--- src/rtl/lsu_wb_pkg.sv ---
// Shared types and widths of the load/store lane port.
package lsu_wb_pkg;
    localparam int DATA_W   = 32;
    localparam int LANES    = DATA_W / 8;
    localparam int LANE_W   = $clog2(LANES);

    // Access size code, as driven by the sequencer.
    typedef enum logic [1:0] {
        SZ_AUTO = 2'd0,
        SZ_BYTE = 2'd1,
        SZ_HALF = 2'd2,
        SZ_WORD = 2'd3
    } size_e;
endpackage

--- src/rtl/lsu_req_ctl.sv ---
// Bus handshake control: derives strobe and cycle from the request.
// An acknowledge gates the strobe off for one cycle. An acknowledged data
// access holds the cycle up until a fetch has been acknowledged.
// Assumes the acknowledge is only meaningful while the strobe is high.
module lsu_req_ctl (
    input  logic clk,
    input  logic rst_n,
    input  logic req_i,
    input  logic fetch_i,
    input  logic ack_i,
    output logic stb_o,
    output logic cyc_o
);
    logic ack_gap_q;
    logic blk_hold_q;
    logic done;

    // Strobe follows the request except in the cycle right after an ack.
    always_comb stb_o = req_i && !ack_gap_q;

    // A transfer finishes when the strobed request is acknowledged.
    always_comb done = stb_o && ack_i;

    // Cycle is raised by the strobe or by a pending block-cycle hold.
    always_comb cyc_o = stb_o || blk_hold_q;

    // Remember an acknowledge for exactly one cycle.
    always_ff @(posedge clk) begin
        if (!rst_n) ack_gap_q <= 1'b0;
        else        ack_gap_q <= done;
    end

    // Set the hold after a data access, release it after a fetch.
    always_ff @(posedge clk) begin
        if (!rst_n)    blk_hold_q <= 1'b0;
        else if (done) blk_hold_q <= !fetch_i;
    end
endmodule

--- src/rtl/lsu_lane_sel.sv ---
// Write-side lane logic: byte selects from the size and the low address
// bits, and store data copied into every lane of the access width.
// Assumes that misaligned halfwords use address bit 1 only.
module lsu_lane_sel
    import lsu_wb_pkg::*;
(
    input  size_e              size_i,
    input  logic [LANE_W-1:0]  lane_i,
    input  logic [DATA_W-1:0]  wdata_i,
    output logic [LANES-1:0]   sel_o,
    output logic [DATA_W-1:0]  wdata_o
);
    // One select bit per lane, built from the lane index.
    for (genvar k = 0; k < LANES; k++) begin : g_lane
        localparam logic [LANE_W-1:0] KIDX = LANE_W'(k);
        always_comb begin
            unique case (size_i)
                SZ_BYTE: sel_o[k] = (lane_i == KIDX);
                SZ_HALF: sel_o[k] = (lane_i[LANE_W-1] == KIDX[LANE_W-1]);
                default: sel_o[k] = 1'b1;
            endcase
        end
    end

    // Replicate the low byte or halfword across the bus width.
    always_comb begin
        unique case (size_i)
            SZ_BYTE: wdata_o = {LANES{wdata_i[7:0]}};
            SZ_HALF: wdata_o = {(LANES/2){wdata_i[15:0]}};
            default: wdata_o = wdata_i;
        endcase
    end
endmodule

--- src/rtl/lsu_read_align.sv ---
// Read-side lane logic: shifts the addressed lane down to bit 0 and
// extends it to the full width with zeros or copies of its top bit.
// Assumes a word access always starts at lane 0.
module lsu_read_align
    import lsu_wb_pkg::*;
(
    input  size_e              size_i,
    input  logic [LANE_W-1:0]  lane_i,
    input  logic               sext_i,
    input  logic [DATA_W-1:0]  dat_i,
    output logic [DATA_W-1:0]  rdata_o
);
    logic [LANE_W-1:0] base;
    logic [DATA_W-1:0] shifted;

    // Lowest lane of the access.
    always_comb begin
        unique case (size_i)
            SZ_BYTE: base = lane_i;
            SZ_HALF: base = {lane_i[LANE_W-1], {(LANE_W-1){1'b0}}};
            default: base = '0;
        endcase
    end

    // Bring the addressed lane down to bit 0.
    always_comb shifted = dat_i >> {base, 3'b000};

    // Extend according to size and mode.
    always_comb begin
        unique case (size_i)
            SZ_BYTE: rdata_o = {{(DATA_W-8){sext_i && shifted[7]}}, shifted[7:0]};
            SZ_HALF: rdata_o = {{(DATA_W-16){sext_i && shifted[15]}}, shifted[15:0]};
            default: rdata_o = shifted;
        endcase
    end
endmodule

--- src/rtl/lsu_wb_port.sv ---
// Load/store lane port to a Wishbone bus. Selects the address source,
// resolves the effective size, and combines the handshake, write-lane and
// read-lane submodules. Assumes a single master with no arbitration and
// no misalignment checking.
module lsu_wb_port
    import lsu_wb_pkg::*;
#(
    parameter int ADDR_W = 32
) (
    input  logic              clk,
    input  logic              rst_n,
    input  logic              req_i,
    input  logic              write_i,
    input  logic [1:0]        size_i,
    input  logic              sext_i,
    input  logic              fetch_i,
    input  logic [ADDR_W-1:0] addr_i,
    input  logic [ADDR_W-1:0] pc_i,
    input  logic [DATA_W-1:0] wdata_i,
    output logic              wb_cyc_o,
    output logic              wb_stb_o,
    output logic              wb_we_o,
    output logic [ADDR_W-1:0] wb_adr_o,
    output logic [LANES-1:0]  wb_sel_o,
    output logic [DATA_W-1:0] wb_dat_o,
    input  logic [DATA_W-1:0] wb_dat_i,
    input  logic              wb_ack_i,
    output logic [DATA_W-1:0] rdata_o,
    output logic              valid_o
);
    logic [ADDR_W-1:0] src_adr;
    size_e             eff_size;
    logic              stb;

    // A fetch uses the PC; loads and stores use the latched address.
    always_comb src_adr = fetch_i ? pc_i : addr_i;

    // Fetch and auto both resolve to a full word.
    always_comb begin
        if (fetch_i || size_e'(size_i) == SZ_AUTO) eff_size = SZ_WORD;
        else                                        eff_size = size_e'(size_i);
    end

    // Handshake and block-cycle control.
    lsu_req_ctl u_ctl (
        .clk     (clk),
        .rst_n   (rst_n),
        .req_i   (req_i),
        .fetch_i (fetch_i),
        .ack_i   (wb_ack_i),
        .stb_o   (stb),
        .cyc_o   (wb_cyc_o)
    );

    // Write-side selects and replicated data.
    lsu_lane_sel u_wr (
        .size_i  (eff_size),
        .lane_i  (src_adr[LANE_W-1:0]),
        .wdata_i (wdata_i),
        .sel_o   (wb_sel_o),
        .wdata_o (wb_dat_o)
    );

    // Read-side extraction and extension.
    lsu_read_align u_rd (
        .size_i  (eff_size),
        .lane_i  (src_adr[LANE_W-1:0]),
        .sext_i  (sext_i),
        .dat_i   (wb_dat_i),
        .rdata_o (rdata_o)
    );

    // Bus-facing strobe, write enable, address and completion flag.
    always_comb begin
        wb_stb_o = stb;
        wb_we_o  = stb && write_i && !fetch_i;
        wb_adr_o = {src_adr[ADDR_W-1:LANE_W], {LANE_W{1'b0}}};
        valid_o  = stb && wb_ack_i;
    end
endmodule

--- config.mk ---
export PLATFORM = sky130hd
export DESIGN_NAME = lsu_wb_port
export DESIGN_NICKNAME = d
export VERILOG_FILES = /design/src/rtl/lsu_wb_pkg.sv /design/src/rtl/lsu_req_ctl.sv /design/src/rtl/lsu_lane_sel.sv /design/src/rtl/lsu_read_align.sv /design/src/rtl/lsu_wb_port.sv
export SDC_FILE = /design/constraint.sdc
export NUM_CORES = 1
export LEC_CHECK = 0
export ABC_AREA = 1
export BUFFER_PORTS_ARGS = -buffer_cell sky130_fd_sc_hd__buf_4
export CORE_AREA = 2 2 93 95
export DETAILED_ROUTE_END_ITERATION = 12
export DIE_AREA = 0 0 95 97
export PLACE_DENSITY_LB_ADDON = 0.05
export SYNTH_ARGS = -nofsm -noshare
export SYNTH_HDL_FRONTEND = slang
export SYNTH_HIERARCHICAL = 1
export SYNTH_SLANG_ARGS = --single-unit
--- constraint.sdc ---
create_clock -name clk -period 2.51 [get_ports clk]
set_input_delay 0.1255 -clock clk [delete_from_list [all_inputs] [get_ports clk]]
set_output_delay 0.1255 -clock clk [all_outputs]
set_load 0.03 [all_outputs]
======== After elaboration in Yosys (flattened, before gate mapping) ========
Index checks and enable logic that the tools add are counted.
storage, ports and cells
  bits in registers ....................... 2
  input port bits ......................... 137
cells by class
  eq/ne operators ......................... 5
  shift operators ......................... 1
  mux-type cells .......................... 9
  bitwise gates (word level) .............. 1
  reductions and logical operators ........ 12
operators by type and width
  operator                                                               count
  32-bit one-hot mux with 2 select lines                                 2
  32-bit 2-to-1 mux                                                      1
  32-bit by 5-bit right shift with 32-bit output                         1
  1-bit one-hot mux with 2 select lines                                  4
  2-bit equality test, second input constant                             3
  1-bit logical AND                                                      6
  2-bit by 1-bit equality test with 1-bit output, second input constant  2
  2-bit logical NOT                                                      2
  2-bit one-hot mux with 2 select lines                                  1
  1-bit logical NOT                                                      2
  1-bit logical OR                                                       2
  2-bit 2-to-1 mux                                                       1
  1-bit inverter                                                         1

======== Longest topological paths before layout ========
Gate-level depths: netlist of run 1.
  depth after elaboration ................. 8
  mapped depth ............................ 14
  mapped depth without buffers ............ 10

======== Hierarchy ========
The synthesis of run 1 kept the hierarchy.
by module, submodules not included
  module          times used  cells each  area an instance (um^2)  sequential area each (um^2)
  lsu_read_align  1           185         888.4                    0.0
  lsu_wb_port     1           145         775.7                    0.0
  lsu_lane_sel    1           106         554.3                    0.0
  lsu_req_ctl     1           15          98.8                     40.0

======== Worst setup path before layout of run 1 ========
Ideal clock, no wire load.
  path kind ............................... in2out
  start point ............................. in fetch_i
  end point ............................... out rdata_o[4]
  arrival ................................. 2,081 ps
  data required time ...................... 2,385 ps
  path slack .............................. 304 ps
  cell stages on the path ................. 13
  path through ............................ buf_6 -> inv_8 -> buf_8 -> nand3_1 -> inv_1 -> ha_1 -> buf_2 -> inv_2 -> nand2_1 -> nor2_4 -> buf_2 -> a21oi_1 -> a21oi_1
on the way
  word-level cells in the longest chain between the ends .. 6
ends and longest elaborated chain
  element                                                                                       RTL line              source
  from (decl)                                                                                   lsu_wb_port.sv:16     input logic fetch_i,
  1-bit logical OR *                                                                            lsu_wb_port.sv:40     if (fetch_i || size_e'(size_i) == SZ_AUTO) eff_size = SZ_WORD;
  2-bit 2-to-1 mux *                                                                            lsu_wb_port.sv:40
  via eff_size[0]                                                                               lsu_wb_port.sv:32     size_e eff_size;
  2-bit equality test / 2-bit by 1-bit equality test with 1-bit output (equally long branches)  lsu_read_align.sv:18  unique case (size_i)
  2-bit one-hot mux with 2 select lines *                                                       lsu_read_align.sv:18
  32-bit by 5-bit right shift with 32-bit output *                                              lsu_read_align.sv:26  always_comb shifted = dat_i >> {base, 3'b000};
  32-bit one-hot mux with 2 select lines *                                                      lsu_read_align.sv:30  unique case (size_i)
  to (decl)                                                                                     lsu_wb_port.sv:28     output logic [DATA_W-1:0] rdata_o,
Mark *: on every way through the listed nets, which the timed path passes. The rest lies on a longest branch.

======== Worst setup path in the final report of run 1 ========
  start point ............................. in fetch_i
  end point ............................... out rdata_o[31]
on the way
  word-level cells in the longest chain between the ends .. 7
ends and longest elaborated chain
  element                                                                                       RTL line
  1-bit logical OR *                                                                            lsu_wb_port.sv:40
  2-bit 2-to-1 mux *                                                                            lsu_wb_port.sv:40
  via eff_size[0]                                                                               lsu_wb_port.sv:32
  2-bit equality test / 2-bit by 1-bit equality test with 1-bit output (equally long branches)  lsu_read_align.sv:18, lsu_read_align.sv:30
  2-bit one-hot mux with 2 select lines                                                         lsu_read_align.sv:18
  32-bit by 5-bit right shift with 32-bit output                                                lsu_read_align.sv:26
  1-bit logical AND (on tied branches)                                                          lsu_read_align.sv:32, lsu_read_align.sv:31
  32-bit one-hot mux with 2 select lines *                                                      lsu_read_align.sv:30
Marked as above.

==> flow_metrics.tcl, run 1 <==
set metrics [dict create \
    htreeDepth 1 \
    clk_pin_slew_ps 30 \
    crit_chain "buf_4, inv_8, nand3_1, inv_1, ha_1, buf_4, nor2_1, nand2_2, nand2_1, nand3_2, nand3_1, buf_4" \
    final_cell_mix "buf_4, nand2_1, nand3_1" \
    status "finished clean" \
    layout-drive-gt1-share_pct 44.9 \
    dp_hpwl_um 7240 \
    grt_pass1_wl_um 14000 \
    cts_max_path_buffers 2 \
    routed_via_density 4.50 \
    grt-ovfl-total 0 \
    hold_violations 0 \
    total_power_mw 1.13 \
    final_util_pct 46.8 \
    holdPathStages 3 \
    cts_tree "built" \
    finalSetupTns_ps 0 \
    worstPathRequired_ps 2380 \
    drt_iter0_markers 133 \
    slew_violations 0 \
    synthesis.area_mm2 0.00232 \
    clkLatencyLatePin_ps 220 \
    path_depth 12 \
    clockRootBuffer "clkbuf_8" \
    cpMaxStageDelayCell "nand3_2" \
    die_h_um 97 \
    layout_worst_path_cycle_share_pct 87.7 \
    drtPass1Iterations 4 \
    cp-end-kind "output port" \
    cap_violations 0 \
    vias 3330 \
    skew_ps 5.57 \
    routed_wl_um 8860 \
    grt_setup_unrepaired "false" \
    start_kind "input port" \
    p_per_area_mw_per_mm2 296 \
    start_util_pct 28.5 \
    avgRoutedWirePerCell_um 12.0 \
    ys_types 24 \
    antennaDiodeCount 0 \
    setup_viol 0 \
    dieArea_mm2 0.00922 \
    numCtsBuffers 3 \
    critical_path.top_delay_family "simple AND/OR/NAND/NOR gates" \
    p_leak_nw 2.33 \
    io_pins 241 \
    post-cts-setup-buffer-count 0 \
    instances_no_fill 740 \
    fp.coreArea_mm2 0.00813 \
    slowest_delay_ps 300 \
    antenna_found_initial 0 \
    r2r_slack_ps 1790 \
    area_growth_pct 64.3 \
    critPathArrivalTime_ps 2080 \
    layout_commonest_cell "buf_4" \
    ys_warn_count 6 \
    worst-r2r-cell-count 4 \
    fin_nets 779 \
    max_freq_mhz 454 \
    synth_cells 451 \
    die_w_um 95 \
    period_minus_slack_ps 2200 \
    ir_drop_mv 0.359 \
    grt_max_degree 35 \
    post-route-drc-count 0 \
    crit_type "in2out" \
    grt_usage_pct 18.2 \
    rows 33 \
    crit_buf_inv 5 \
    syn_area_per_cell_um2 5.14 \
    hold_path.class "in2reg" \
    ant_nets 0 \
    place.gp.congestion 0.784 \
    first_global_vias 3037 \
    cp_common_cell "buf_4" \
    cts_sinks 2 \
    synth_seq_cells 2 \
    synth_seq_area_share_pct 1.73 \
    port_buffers 238 \
    critPathMaxFanout 17 \
    dp.cells 737 \
]
logic make-up after synthesis:
| group | count (synthesis) | synth area share (%) |
|---|---|---|
| AO/OA/AOI/OAI | 25 | 6.21 |
| adder cells (fa/ha/maj) | 5 | 2.70 |
| buffers and inverters | 93 | 28.6 |
| flip-flops | 2 | 1.73 |
| other | 1 | 0.162 |
| AND/OR/NAND/NOR | 325 | 60.6 |
final timing paths:
kind / endpoint / startpoint
worst min-delay path: u_ctl/ack_gap_q / rst_n
worst max-delay path: rdata_o[31] / fetch_i
worst max register to register: u_ctl/blk_hold_q / u_ctl/ack_gap_q
worst min register to register: u_ctl/blk_hold_q / u_ctl/blk_hold_q
layout make-up:
type	instances	area, um^2
clock buffers	3	41.3
fillers	897	4330
well taps	105	131
inverters	26	114
multi-input cells	357	1630
repair buffers	247	1850
flip-flops and latches	2	40.0
worst min-delay path, cell delays in order:
cell and delay (ps):
buf_4 80, inv_1 30, nor2_1 80
stage by stage:
stage                     hold slack (ps)  cell area [um^2]  setup slack [ps]
after floorplan                       238              2320               304
after global placement                356              3760               337
after detailed placement              361              3760               213
after CTS                             140              3800               207
after global routing                  160              3810               107
final                                 144              3810               309
report_power, final:
| group | switching (mW) | internal [mW] |
|---|---|---|
| registers | 0.000826 | 0.0339 |
| logic | 0.559 | 0.401 |
| clock network | 0.0295 | 0.102 |
cell usage after synthesis, drive strengths merged:
master | instances | area [um^2]
nand2 | 218 | 863
nand3 | 88 | 455
buf | 63 | 503
inv | 25 | 109
nor2 | 18 | 80.1
a21oi | 14 | 88.8
o21ai | 11 | 55.1
ha | 5 | 62.6
clkbuf | 4 | 45.0
dfxtp | 2 | 40.0
and2 | 1 | 6.26
clkinv | 1 | 5.00
conb | 1 | 3.75
flip-flops by register name, indices dropped and copies added (netlist names):
name	cells
u_ctl/blk_hold_q	1
u_ctl/ack_gap_q	1
routing by layer:
layer | GRT usage, % | wire [um] | vias up
li1 | - | - | 1748
met1 | 21.1 | 3440 | 1433
met2 | 33.4 | 4590 | 137
met3 | 3.35 | 697 | 12
met4 | 4.57 | 139 | 0
met5 | 0 | 0 | -
what timing repair did:
item / 4_1_cts / 5_1_grt
gates resized for setup: 0 / 1
endpoints found under the setup margin: 0 / 5
hold buffers: 0 / 0
(Power assumes the default switching activity.)
==> run 2, diff against run 1 <==
--- a/config.mk
+++ b/config.mk
@@ -7,9 +7,9 @@
 export LEC_CHECK = 0
 export ABC_AREA = 1
 export BUFFER_PORTS_ARGS = -buffer_cell sky130_fd_sc_hd__buf_4
-export CORE_AREA = 2 2 93 95
+export CORE_AREA = 2 2 92 94
 export DETAILED_ROUTE_END_ITERATION = 12
-export DIE_AREA = 0 0 95 97
+export DIE_AREA = 0 0 94 96
 export PLACE_DENSITY_LB_ADDON = 0.05
 export SYNTH_ARGS = -nofsm -noshare
 export SYNTH_HDL_FRONTEND = slang
==> constraint.sdc (replaced) <==
create_clock -name clk -period 1.84 [get_ports clk]
set_input_delay 0.092 -clock clk [delete_from_list [all_inputs] [get_ports clk]]
set_output_delay 0.092 -clock clk [all_outputs]
set_load 0.03 [all_outputs]
==> flow_metrics.tcl, run 2 (synthesized netlist as in run 1, its figures left out) <==
set metrics [dict create \
    vias 3446 \
    p_leak_nw 2.51 \
    period_minus_slack_ps 1710 \
    max_freq_mhz 583 \
    dp_hpwl_um 7550 \
    top_usage_layer "met2" \
    start_kind "input port" \
    fp.coreArea_mm2 0.00805 \
    cp-end-kind "output port" \
    grt_setup_unrepaired "false" \
    finalSetupTns_ps 0 \
    drt_iter0_markers 159 \
    area_growth_pct 83.2 \
    grt-ovfl-total 0 \
    layout_commonest_cell "buf_4" \
    crit_type "in2out" \
    die_h_um 96 \
    fin_nets 794 \
    die_w_um 94 \
    top_regs "u_ctl/ack_gap_q (1), u_ctl/blk_hold_q (1)" \
    worstPathRequired_ps 1750 \
    skew_ps 0.689 \
    io_pins 241 \
    first_global_vias 3095 \
    status "finished clean" \
    met1_usage_pct 22.3 \
    clk_pin_slew_ps 30 \
    clockRootBuffer "clkbuf_8" \
    gr-usage-met2_pct 34.3 \
    fillers 871 \
    drtPass1Iterations 4 \
    cap_violations 0 \
    grt_max_degree 29 \
    layout_worst_path_cycle_share_pct 93.2 \
    dieArea_mm2 0.00902 \
    p_per_area_mw_per_mm2 379 \
    hold_violations 0 \
    grt_pass1_wl_um 14000 \
    grt_usage_pct 18.8 \
    htreeDepth 1 \
    dp.cells 750 \
    clkLatencyLatePin_ps 210 \
    layout-drive-gt1-share_pct 50.9 \
    final_cell_mix "buf_4, nand2_1, nand3_1" \
    ir_drop_mv 0.293 \
    post-route-drc-count 0 \
    routed_via_density 4.56 \
    cts_max_path_buffers 2 \
    gr-usage-met3_pct 4.07 \
    routed_wl_um 8990 \
    ant_nets 0 \
    port_buffers 238 \
    cts_tree "built" \
    start_util_pct 28.8 \
    cts_sinks 2 \
    antennaDiodeCount 0 \
    numCtsBuffers 3 \
    hold_path.class "in2reg" \
    setup_viol 0 \
    rows 33 \
    antenna_found_initial 0 \
    place.gp.congestion 0.881 \
    ctsHoldBuffers 0 \
    avgRoutedWirePerCell_um 11.9 \
    critPathArrivalTime_ps 1620 \
    instances_no_fill 755 \
    slew_violations 0 \
    critPathMaxFanout 10 \
]
==> run 2: cell types whose count changed in the layout (fill, tap and decap cells not counted), moves of 2 or more <==
cell,before,now
buf_4,247,255
nand2_2,18,30
buf_6,0,2
a21oi_2,5,7
nand3_1,85,71
ha_4,0,2
a21oi_1,9,7
buf_12,0,4
nand3_4,1,16
ha_1,5,3
nand2_1,200,188
==> run 2: final cells by class <==
class                   instances  area, um^2  share of cell area [%]
flip-flops and latches          2        40.0                   0.943
repair buffers                262        2040                    48.1
inverters                      26         118                    2.77
multi-input cells             357        1870                    44.1
clock buffers                   3        41.3                   0.973
well taps                     105         131                    3.10
==> run 2: where the power goes <==
group	switching (mW)	internal, mW	total [mW]	leakage (nW)
clock	0.0355	0.138	0.174	0.0216
combinational	0.792	0.596	1.39	2.47
sequential	0.00115	0.0462	0.0474	0.0164
==> run 2: path summary, 6_finish.rpt <==
| check | start | endpoint | slack [ps] | cells after the start |
|---|---|---|---|---|
| worst min register to register | u_ctl/ack_gap_q | u_ctl/ack_gap_q | 540 | 3 |
| worst max register to register | u_ctl/ack_gap_q | u_ctl/blk_hold_q | 1130 | 5 |
| worst max-delay path | fetch_i | rdata_o[27] | 130 | 13 |
| worst min-delay path | rst_n | u_ctl/ack_gap_q | 110 | 3 |
==> run 2: per-layer routing <==
layer / vias up / part of all wire (%)
li1: 1777 / -
met1: 1503 / 39
met2: 154 / 50
met3: 12 / 9.2
met4: 0 / 1.7
met5: - / 0
==> run 2: stage by stage <==
| stage | power, mW | utilization [%] | cell area, um^2 | setup WS [ps] | hold WS (ps) |
|---|---|---|---|---|---|
| 2_1_floorplan | 0.946 | - | 2590 | 9.28 | 204 |
| 3_3_place_gp | 1.43 | 51.4 | 4140 | -23.4 | 320 |
| 3_5_place_dp | 1.44 | 51.4 | 4140 | -51.1 | 325 |
| 4_1_cts | 1.62 | 52.0 | 4190 | 36.7 | 109 |
| 5_1_grt | 1.73 | 52.7 | 4240 | 10.2 | 132 |
| 6_report | 1.61 | 52.7 | 4240 | 125 | 112 |
==> run 2: repair_timing <==
| action | in CTS | in global routing |
|---|---|---|
| cloned | 0 | 1 |
| endpoints found under the setup margin | 12 | 28 |
| pin swaps | 0 | 2 |
| setup buffers | 0 | 1 |
| resized for setup | 1 | 8 |
==> run 2: critical path, cell delays in order <==
cell and delay [ps]:
buf_4 140, inv_8 70, nand3_4 110, inv_2 80, ha_4 200, inv_2 70, nand2_2 60, nor2_4 130
nand2_2 90, nand3_4 130, buf_12 160, nand3_1 90, buf_4 180
==> run 3, diff against run 2 <==
--- a/config.mk
+++ b/config.mk
@@ -10,6 +10,7 @@
 export CORE_AREA = 2 2 92 94
 export DETAILED_ROUTE_END_ITERATION = 12
 export DIE_AREA = 0 0 94 96
+export GPL_TIMING_DRIVEN = 0
 export PLACE_DENSITY_LB_ADDON = 0.05
 export SYNTH_ARGS = -nofsm -noshare
 export SYNTH_HDL_FRONTEND = slang
==> flow_metrics.tcl, run 3 (synthesized netlist as in run 1, its figures left out) <==
set metrics [dict create \
    status "finished clean" \
    dp_hpwl_um 7990 \
    top_regs "u_ctl/ack_gap_q (1), u_ctl/blk_hold_q (1)" \
    cp_common_cell "nand3_4" \
    grt_usage_pct 21.8 \
    numCtsBuffers 3 \
    clk_pin_slew_ps 30 \
    port_buffers 238 \
    ant_nets 0 \
    first_global_vias 3699 \
    p_leak_nw 2.92 \
    grt_pass1_wl_um 16400 \
    worstPathRequired_ps 1750 \
    clkLatencyLatePin_ps 210 \
    cts_sinks 2 \
    layout-drive-gt1-share_pct 57.4 \
    start_util_pct 28.8 \
    io_pins 241 \
    ctsHoldBuffers 0 \
    instances_no_fill 821 \
    worst-r2r-cell-count 5 \
    final_cell_mix "buf_4, nand2_1, nand3_1" \
    critPathArrivalTime_ps 1680 \
    grt-ovfl-total 0 \
    vias 3753 \
    max_freq_mhz 566 \
    grt_max_degree 11 \
    crit_type "in2out" \
    holdPathStages 3 \
    hold_violations 0 \
    setup_viol 0 \
    drt_iter0_markers 121 \
    layout_worst_path_cycle_share_pct 96.1 \
    ir_drop_mv 0.339 \
    clockRootBuffer "clkbuf_8" \
    cp-end-kind "output port" \
    antenna_found_initial 0 \
    dp.cells 795 \
    fillers 794 \
    cts_tree "built" \
    fp.coreArea_mm2 0.00805 \
    p_per_area_mw_per_mm2 362 \
    cpMaxStageDelayCell "ha_4" \
    drtPass1Iterations 4 \
    place.gp.congestion 0.823 \
    routed_wl_um 10400 \
    skew_ps 1.32 \
    routed_via_density 4.57 \
    fin_nets 860 \
    start_kind "input port" \
    slowest_delay_ps 280 \
    hold_path.class "in2reg" \
    layout_commonest_cell "buf_4" \
    die_w_um 94 \
    htreeDepth 1 \
    antennaDiodeCount 0 \
    pre_cts_slack_ps -440 \
    crit_chain "buf_4, inv_1, nand3_4, ha_4, inv_4, nand2_4, nor2_4, buf_6, nand2_4, nand3_4, clkbuf_16, nand3_4, buf_6" \
    area_growth_pct 116 \
    cap_violations 0 \
    dieArea_mm2 0.00902 \
    critPathMaxFanout 7 \
    cts_max_path_buffers 2 \
    rows 33 \
    total_power_mw 1.81 \
    finalWorstSetupSlack_ps 72.0 \
    period_minus_slack_ps 1770 \
    slew_violations 0 \
    r2r_slack_ps 1110 \
    die_h_um 96 \
    avgRoutedWirePerCell_um 12.7 \
    post-route-drc-count 0 \
]
==> run 3: critical path, delay by kind of cell <==
| family | cells | cell delay (ps) |
|---|---|---|
| fa+ha+maj | 1 | 280 |
| buf+inv | 6 | 740 |
| simple gates | 6 | 560 |
==> run 3: metrics by stage <==
step	TNS (ps)	utilization [%]	instance area, um^2	hold WS (ps)
floorplan	0	-	2590	204
global placement	-11320	56.0	4510	322
detailed placement	-12030	56.0	4510	333
CTS	0	60.4	4860	112
global route	-77.8	62.1	5000	123
finish	0	62.1	5000	114
==> run 3: final timing paths <==
check,startpoint,endpoint
setup / recovery,size_i[1],rdata_o[17]
hold / removal,rst_n,u_ctl/ack_gap_q
setup reg to reg,u_ctl/ack_gap_q,u_ctl/blk_hold_q
hold reg to reg,u_ctl/blk_hold_q,u_ctl/blk_hold_q
==> run 3: report_power, final <==
group          switching [mW]  leakage (nW)  internal, mW
sequential            0.00118        0.0164        0.0462
clock                  0.0372        0.0216         0.139
combinational           0.848          2.89         0.735
total                   0.887          2.92         0.920
==> run 3: area by class of cell <==
type | instances | area, um^2 | area share, %
repair buffers | 267 | 2200 | 44.1
multi-input cells | 357 | 1930 | 38.7
plain buffers | 61 | 526 | 10.5
well taps | 105 | 131 | 2.63
inverters | 26 | 121 | 2.43
clock buffers | 3 | 41.3 | 0.826
flip-flops and latches | 2 | 40.0 | 0.801
==> run 3: what timing repair did <==
action / CTS / global route
setup endpoints to repair: 36 / 38
pin swaps: 10 / 6
gates resized for setup: 36 / 34
cloned: 2 / 1
setup buffers: 22 / 4
==> run 3: routing by layer <==
| layer | part of all wire, % | vias to the layer above | track usage (%) | wire [um] |
|---|---|---|---|---|
| li1 | - | 1912 | - | - |
| met1 | 36 | 1650 | 24.7 | 3780 |
| met2 | 54 | 175 | 42.6 | 5640 |
| met3 | 8.3 | 16 | 3.60 | 866 |
| met4 | 1.4 | 0 | 4.95 | 144 |
| met5 | 0 | - | 0 | 0 |
